===== src/rtl/pwm_tmr_pkg.sv =====
package pwm_tmr_pkg;

    typedef enum logic {
        ST_TIMER = 1'b0,
        ST_PWM   = 1'b1
    } tmr_state_e;

    localparam int CTRL_MODE_BIT = 0;
    localparam int CTRL_SEL_LSB  = 1;

endpackage


===== src/rtl/pwm_tmr_tick_sel.sv =====
module pwm_tmr_tick_sel #(
    parameter int N_SRC = 4,
    parameter int SEL_W = (N_SRC > 1) ? $clog2(N_SRC) : 1
) (
    input  logic [N_SRC-1:0] tick_i,
    input  logic [SEL_W-1:0] sel_i,
    output logic             tick_o
);

    logic [N_SRC-1:0] hit;

    for (genvar s = 0; s < N_SRC; s++) begin : g_src
        assign hit[s] = tick_i[s] && (sel_i == SEL_W'(s));
    end

    assign tick_o = |hit;

endmodule


===== src/rtl/pwm_tmr_regs.sv =====
module pwm_tmr_regs #(
    parameter int CNT_W = 8,
    parameter int SEL_W = 2
) (
    input  logic             clk_i,
    input  logic             rst_i,
    input  logic             wr_en_i,
    input  logic [1:0]       addr_i,
    input  logic [CNT_W-1:0] wdata_i,
    input  logic             match_i,
    input  logic [CNT_W-1:0] cnt_i,
    input  logic [CNT_W-1:0] latch_i,
    output logic [CNT_W-1:0] rdata_o,
    output logic             mode_o,
    output logic [SEL_W-1:0] sel_o,
    output logic             flag_o,
    output logic             en_o,
    output logic [CNT_W-1:0] cmp_o
);
    import pwm_tmr_pkg::*;

    localparam int FLAG_BIT = CTRL_SEL_LSB + SEL_W;
    localparam int EN_BIT   = FLAG_BIT + 1;
    localparam int PAD_W    = CNT_W - EN_BIT - 1;

    localparam logic [1:0] A_CTRL  = 2'd0;
    localparam logic [1:0] A_CMP   = 2'd1;
    localparam logic [1:0] A_CNT   = 2'd2;
    localparam logic [1:0] A_LATCH = 2'd3;

    logic wr_ctrl;
    logic wr_cmp;

    assign wr_ctrl = wr_en_i && (addr_i == A_CTRL);
    assign wr_cmp  = wr_en_i && (addr_i == A_CMP);

    always_ff @(posedge clk_i) begin
        if (rst_i) begin
            mode_o <= 1'b0;
            sel_o  <= '0;
            en_o   <= 1'b0;
            flag_o <= 1'b0;
            cmp_o  <= '0;
        end else begin
            if (wr_ctrl) begin
                mode_o <= wdata_i[CTRL_MODE_BIT];
                sel_o  <= wdata_i[CTRL_SEL_LSB +: SEL_W];
                en_o   <= wdata_i[EN_BIT];
                flag_o <= (flag_o && wdata_i[FLAG_BIT]) || match_i;
            end else begin
                flag_o <= flag_o || match_i;
            end
            if (wr_cmp) begin
                cmp_o <= wdata_i;
            end
        end
    end

    always_comb begin
        unique case (addr_i)
            A_CTRL:  rdata_o = {{PAD_W{1'b0}}, en_o, flag_o, sel_o, mode_o};
            A_CMP:   rdata_o = cmp_o;
            A_CNT:   rdata_o = cnt_i;
            A_LATCH: rdata_o = latch_i;
            default: rdata_o = '0;
        endcase
    end

endmodule


===== src/rtl/pwm_tmr_core.sv =====
module pwm_tmr_core #(
    parameter int CNT_W = 8
) (
    input  logic             clk_i,
    input  logic             rst_i,
    input  logic             mode_i,
    input  logic             tick_i,
    input  logic [CNT_W-1:0] cmp_i,
    output logic [CNT_W-1:0] cnt_o,
    output logic [CNT_W-1:0] latch_o,
    output logic             match_o,
    output logic             in_pwm_o,
    output logic             pwm_o
);
    import pwm_tmr_pkg::*;

    localparam logic [CNT_W-1:0] CNT_MAX = {CNT_W{1'b1}};

    tmr_state_e state_q;
    tmr_state_e state_d;
    logic       switching;

    // next-state logic: GO_PWM / GO_TIMER
    always_comb begin
        unique case (state_q)
            ST_TIMER: state_d = mode_i ? ST_PWM : ST_TIMER;
            ST_PWM:   state_d = mode_i ? ST_PWM : ST_TIMER;
            default:  state_d = ST_TIMER;
        endcase
    end

    assign switching = (state_d != state_q);

    // state register
    always_ff @(posedge clk_i) begin
        if (rst_i) begin
            state_q <= ST_TIMER;
        end else begin
            state_q <= state_d;
        end
    end

    // counter and shadow latch
    always_ff @(posedge clk_i) begin
        if (rst_i) begin
            cnt_o   <= '0;
            latch_o <= '0;
        end else if (switching) begin
            cnt_o <= '0;
            if (state_d == ST_PWM) begin
                latch_o <= cmp_i;
            end
        end else if (tick_i) begin
            unique case (state_q)
                ST_PWM: begin
                    cnt_o <= cnt_o + 1'b1;
                    if (cnt_o == CNT_MAX) begin
                        latch_o <= cmp_i;
                    end
                end
                ST_TIMER: begin
                    if (cnt_o == cmp_i) begin
                        cnt_o <= '0;
                    end else begin
                        cnt_o <= cnt_o + 1'b1;
                    end
                end
                default: cnt_o <= '0;
            endcase
        end
    end

    // outputs
    always_comb begin
        in_pwm_o = 1'b0;
        pwm_o    = 1'b0;
        match_o  = 1'b0;
        unique case (state_q)
            ST_PWM: begin
                in_pwm_o = 1'b1;
                pwm_o    = (cnt_o < latch_o);
            end
            ST_TIMER: begin
                match_o = tick_i && !switching && (cnt_o == cmp_i);
            end
            default: ;
        endcase
    end

endmodule


===== src/rtl/pwm_tmr.sv =====
module pwm_tmr #(
    parameter int CNT_W = 8,
    parameter int N_SRC = 4
) (
    input  logic             clk_i,
    input  logic             rst_i,
    input  logic             wr_en_i,
    input  logic [1:0]       addr_i,
    input  logic [CNT_W-1:0] wdata_i,
    output logic [CNT_W-1:0] rdata_o,
    input  logic [N_SRC-1:0] tick_i,
    output logic             pwm_o,
    output logic             irq_o
);

    localparam int SEL_W = (N_SRC > 1) ? $clog2(N_SRC) : 1;

    logic             mode_bit;
    logic [SEL_W-1:0] sel;
    logic             flag;
    logic             irq_en;
    logic [CNT_W-1:0] cmp;
    logic [CNT_W-1:0] cnt;
    logic [CNT_W-1:0] latch;
    logic             match;
    logic             in_pwm;
    logic             sel_tick;

    pwm_tmr_tick_sel #(.N_SRC(N_SRC), .SEL_W(SEL_W)) u_sel (
        .tick_i (tick_i),
        .sel_i  (sel),
        .tick_o (sel_tick)
    );

    pwm_tmr_regs #(.CNT_W(CNT_W), .SEL_W(SEL_W)) u_regs (
        .clk_i   (clk_i),
        .rst_i   (rst_i),
        .wr_en_i (wr_en_i),
        .addr_i  (addr_i),
        .wdata_i (wdata_i),
        .match_i (match),
        .cnt_i   (cnt),
        .latch_i (latch),
        .rdata_o (rdata_o),
        .mode_o  (mode_bit),
        .sel_o   (sel),
        .flag_o  (flag),
        .en_o    (irq_en),
        .cmp_o   (cmp)
    );

    pwm_tmr_core #(.CNT_W(CNT_W)) u_core (
        .clk_i    (clk_i),
        .rst_i    (rst_i),
        .mode_i   (mode_bit),
        .tick_i   (sel_tick),
        .cmp_i    (cmp),
        .cnt_o    (cnt),
        .latch_o  (latch),
        .match_o  (match),
        .in_pwm_o (in_pwm),
        .pwm_o    (pwm_o)
    );

    assign irq_o = flag && irq_en && !in_pwm;

endmodule


===== config.mk =====
export PLATFORM = sky130hd
export DESIGN_NAME = pwm_tmr
export DESIGN_NICKNAME = d
export VERILOG_FILES = /design/src/rtl/pwm_tmr_pkg.sv /design/src/rtl/pwm_tmr_tick_sel.sv /design/src/rtl/pwm_tmr_regs.sv /design/src/rtl/pwm_tmr_core.sv /design/src/rtl/pwm_tmr.sv
export SDC_FILE = /design/constraint.sdc
export NUM_CORES = 1
export LEC_CHECK = 0
export ABC_AREA = 1
export BUFFER_PORTS_ARGS = -buffer_cell sky130_fd_sc_hd__buf_2
export CORE_UTILIZATION = 61
export DETAILED_ROUTE_END_ITERATION = 8
export PLACE_DENSITY = 0.86
export SLEW_MARGIN = 5
export SYNTH_ARGS = -nofsm -noshare
export SYNTH_HDL_FRONTEND = slang
export SYNTH_SLANG_ARGS = --single-unit

===== constraint.sdc =====
create_clock -name clk_i -period 3.3 [get_ports clk_i]
set_input_delay 0.99 -clock clk_i [delete_from_list [all_inputs] [get_ports clk_i]]
set_output_delay 0.99 -clock clk_i [all_outputs]
set_load 0.02 [all_outputs]

# == Word-level counts from Yosys, hierarchy flattened ==
# Cells that the tools add are included.
# Widths: inputs -> output; s select.
# classes
n_addsub,1
multipliers,0
n_div,0
order_cmp,1
eq_ne,10
n_shift,0
mux,13
n_bitwise,1
n_reduce_logical,23
# op_table
operator,count
$mux 8,6
$pmux 8 s4,1
$pmux 8 s2,1
$logic_and 1x1->1,11
$add 8x1->8 const B,1
$eq 2x2->1 const B,4
$eq 8x8->1,1
$eq 8x8->1 const B,1
$lt 8x8->1,1
$reduce_bool 2->1,3
$mux 1,5
$eq 2x1->1 const B,2
$logic_not 2->1,2
$reduce_and 4->1,1
$reduce_or 4->1,1
$logic_not 1->1,2
$logic_or 1x1->1,2
$ne 2x1->1 const B,1
$reduce_or 2->1,1
$ne 1x1->1,1
$not 1->1,1
# totals
register_bits,30
latch_bits,0
mem_bits_rw,0
romBits,0
in_bits,17
memories,0

# == Longest topological paths before layout ==
# logic_depth
depth_word,8
mapped_depth,10
ltp_nobuf,10

# == Hierarchy ==
# Synthesis repeated with hierarchy kept, for this count alone.
# hier_totals
cells_unflattened,283
area_unflattened_um2,1853.0
# by_module_without_submodules
mod,instances,cells_each,area_each_um2,seq_area_each_um2
pwm_tmr_core,1,163,1132.3,340.3
pwm_tmr_regs,1,105,659.4,260.2
pwm_tmr_tick_sel,1,13,51.3,0.0
pwm_tmr,1,2,10.0,0.0

# == Worst setup path before layout ==
# OpenSTA, ideal clock, no wires.
# synth_path
kind,input to output
from,input port addr_i[0]
to,output port rdata_o[0]
arrival_time_ns,1.703
t_required_ns,2.310
path_slack_ns,0.607
path_stages,4
n_path_buf,0
cell_sequence,nand2_1 > inv_1 > a221oi_1 > o21ai_0
# synth_between
elab_chain_cells,2
word_cells_on_any_way,5
# synth_lines
item,line,source
start: declaration,pwm_tmr.sv:8,"input logic [1:0] addr_i,"
$eq 2x2->1 (tied with other cells),pwm_tmr_regs.sv:60,unique case (addr_i)
$pmux 8 s4 *,pwm_tmr_regs.sv:60,
end: declaration,pwm_tmr.sv:10,"output logic [CNT_W-1:0] rdata_o,"
# Mark *: on every way between the ends. The rest lies on a longest branch, timed or not.

# == Worst setup path in the final report ==
# layout_path
from,input port addr_i[1]
to,output port rdata_o[3]
# Same word-level chain as after synthesis.

==> flow_summary.json <==
{
  "die_area_mm2": 0.00320,
  "ys_ff_latch": 30,
  "nNetsFinal": 327,
  "fillCellCount": 246,
  "seq_area_frac_synth_pct": 33.1,
  "clkTransAtPathRegs_ns": 0.08,
  "synth_xor_area_share_pct": 2.41,
  "viasPerCell": 5.56,
  "hold_start": "u_regs.flag_o",
  "portBuffers": 26,
  "syn_nets": 299,
  "drive_above_1_share_pct": 14.0,
  "grt_max_degree": 21,
  "antenna_found_initial": 0,
  "postSynthAreaPerCell_um2": 6.65,
  "core_area_mm2": 0.00278,
  "worstMarginPinSlew_ns": 0.497,
  "ios": 27,
  "cts_resized": 0,
  "htree_levels": 2,
  "clock_latency_ns": 0.34,
  "start_util_pct": 65.3,
  "power_density_mw_per_mm2": 382,
  "pwr-share-comb_pct": 19.3,
  "wl_per_cell_um": 13.0,
  "final_hold_viol_count": 0,
  "grt_pass1_vias": 1668,
  "crit_fanout": 5,
  "synth_top_family_by_area": "simple AND/OR/NAND/NOR gates",
  "critPathSlowestCell": "nor2_1",
  "synth_fa_ha_area_share_pct": 6.20,
  "p_clk_share_pct": 29.3,
  "synth_cell_type_count": 27,
  "grt_busiest_layer": "met2",
  "crit_chain": "buf_2 > inv_1 > nor2_1 > inv_1 > o22ai_1 > a21oi_1 > o21ai_0 > buf_2",
  "cellInternalPower_w": 0.000523,
  "max_stage_delay_ns": 0.26,
  "worst_ep_arrival_time_ns": 2.06,
  "worst_setup_path_start_kind": "input port",
  "drv_cap": 0,
  "post_cts_buffers": 0,
  "antenna-diode-count": 0,
  "end_kind": "output pin",
  "first_iter_violations": 159,
  "synth_compound_area_share_pct": 20.5,
  "slew_viol_final": 0,
  "dp_hpwl_um": 3310,
  "period_needed_ns": 3.05,
  "cts_buffers": 5,
  "cts_tree": "built",
  "p_sw_share_pct": 31.6,
  "status": "finished clean",
  "routed-via-count": 1839,
  "r2r_setup_slack_ns": 1.44,
  "r2r_end": "u_core.latch_o[0]",
  "r2r-start": "u_core.cnt_o[1]",
  "worst-r2r-cell-count": 8,
  "seqPwrFrac_pct": 51.4,
  "hold_end": "u_regs.flag_o",
  "yosys.area_share.simple_pct": 26.3,
  "num_rows": 19,
  "area_growth_pct": 10.3,
  "die_w_um": 56.6,
  "synthMuxAreaShare_pct": 0,
  "max_freq_ghz": 0.328,
  "route.antenna.remaining_nets": 0,
  "grt_overflow": 0,
  "fin_hold_ws_ns": 0.478,
  "cts_buffer_depth": 2,
  "fin_area_mm2": 0.00200,
  "final_util_pct": 72.0,
  "yosys_warnings": 0,
  "track_usage_pct": 29.8,
  "drc": 0,
  "place_congestion": 0.881,
  "tns_ns": 0,
  "slew_headroom_pct": 66.8,
  "switchingPower_w": 0.000241,
  "wirelength_um": 4310,
  "max-vdd-ir-drop_mv": 0.363,
  "grt_use_met3_pct": 5.53,
  "die_y_um": 56.6,
  "crit_required_ns": 2.31,
  "grt_pass1_wl_um": 7300,
  "drtPass1Iterations": 5,
  "use_met1_pct": 36.2,
  "syn_area_mm2": 0.00182,
  "min_period_over_period_pct": 92.3,
  "placedInstanceArea_mm2": 0.00195,
  "setup.worst_path.class": "in2out",
  "holdPathStages": 2,
  "rsz0062_at_grt": "no",
  "cts-root-buf": "clkbuf_4",
  "fin_worst_skew_ns": 0.0139,
  "postSynthCellCount": 273,
  "setup_violations": 0,
  "cts_sinks": 30,
  "leakage_nw": 0.908,
  "hold_path_class": "reg2reg",
  "grt_util_met2_pct": 49.6,
  "cts_hold_buf": 0
}
-- how the worst max path moves through the flow --
stage	endpoint	cells past startpoint	startpoint
CTS	rdata_o[0]	6	addr_i[0]
detailed placement	rdata_o[0]	6	addr_i[0]
global placement	rdata_o[2]	8	addr_i[1]
global route	rdata_o[2]	8	addr_i[1]
finish	rdata_o[3]	8	addr_i[1]
floorplan	rdata_o[0]	4	addr_i[0]
-- power by group through the flow --
stage / clock (W) / sequential (W) / combinational (W)
floorplan: 0 / 0.000396 / 0.000109
global placement: 0 / 0.000401 / 0.000141
detailed placement: 0 / 0.000401 / 0.000145
CTS: 0.000225 / 0.000392 / 0.000145
global route: 0.000241 / 0.000395 / 0.000164
finish: 0.000224 / 0.000393 / 0.000147
-- placed cells by master, fill, tap and decap left out, drive strengths merged --
master  synthesis  layout
xor2            4       4
inv            47      47
o221ai          3       3
xnor2           1       1
nand3          19      19
clkbuf          3       6
ha              9       9
dfxtp          30      30
a221oi          1       1
o22ai           3       3
nor3            1       1
a21oi          32      32
nor2           30      30
nand2          60      60
a211oi          1       1
buf             2      26
nand4           2       2
o21ai          24      24
nand3b          1       1
-- flip-flops by register name (all words and copies together) (netlist names) --
| register | flops |
|---|---|
| u_core.cnt_o | 8 |
| u_core.latch_o | 8 |
| u_core.state_q | 1 |
| u_regs.cmp_o | 8 |
| u_regs.en_o | 1 |
| u_regs.flag_o | 1 |
| u_regs.mode_o | 1 |
| u_regs.sel_o | 2 |
-- cell usage after synthesis --
master,n,share of area (%)
inv_2,1,0.21
nand3_1,18,5.0
clkbuf_1,3,0.62
nand2_1,58,12
a221oi_1,1,0.48
nand2_2,2,0.69
a21oi_1,29,8.0
buf_6,2,1.2
nand3b_1,1,0.41
nor2_1,28,5.8
nand4_1,2,0.69
a21oi_2,2,0.96
o22ai_1,3,1.0
o21ai_0,23,6.3
nand3_2,1,0.55
o21ai_4,1,0.90
dfxtp_1,30,33
inv_1,46,9.5
xor2_1,4,1.9
o221ai_1,3,1.4
a211oi_1,1,0.41
a21oi_4,1,0.90
nor2_2,1,0.34
xnor2_1,1,0.48
nor3_1,1,0.28
ha_1,9,6.2
nor2_4,1,0.62
-- cells by family (layout without fill, tap and decap cells) --
family,Yosys count,after routing
xor gates and xnor gates,5,5
DFF,30,30
buffers and inverters,52,79
adders and majority gates,9,9
AOI/OAI and AO/OA,64,64
and+or+nand+nor,113,113
-- routing by layer --
layer	routed length, µm	part of all wire (%)	vias to the layer above
li1	-	-	940
met1	1860	43	794
met2	2000	46	87
met3	303	7.0	18
met5	0	0	-
met4	143	3.3	0
-- stage by stage --
| step | std cells | worst slack (ns) | total power (W) |
|---|---|---|---|
| finish | 331 | 0.253 | 0.000764 |
| global route | 331 | 0.129 | 0.000800 |
| CTS | 331 | 0.312 | 0.000762 |
| detailed placement | 325 | 0.318 | 0.000546 |
| global placement | 325 | 0.350 | 0.000541 |
| floorplan | 273 | 0.607 | 0.000505 |
-- critical path, delay by kind of cell --
family,cells,cell delay (ns)
AO/OA/AOI/OAI,3,0.30
buffers and inverters,4,0.51
AND/OR/NAND/NOR,1,0.26
-- cell type report --
type                       instances  area, µm²  share of cell area (%)
tap                               31       38.8                    1.94
sequential                        30        601                    30.0
multi-input combinational        191       1010                    50.2
inverter                          47        176                    8.81
clock buffer                       6       51.3                    2.56
timing repair buffer              26        130                    6.50
(Power assumes the default switching activity.)
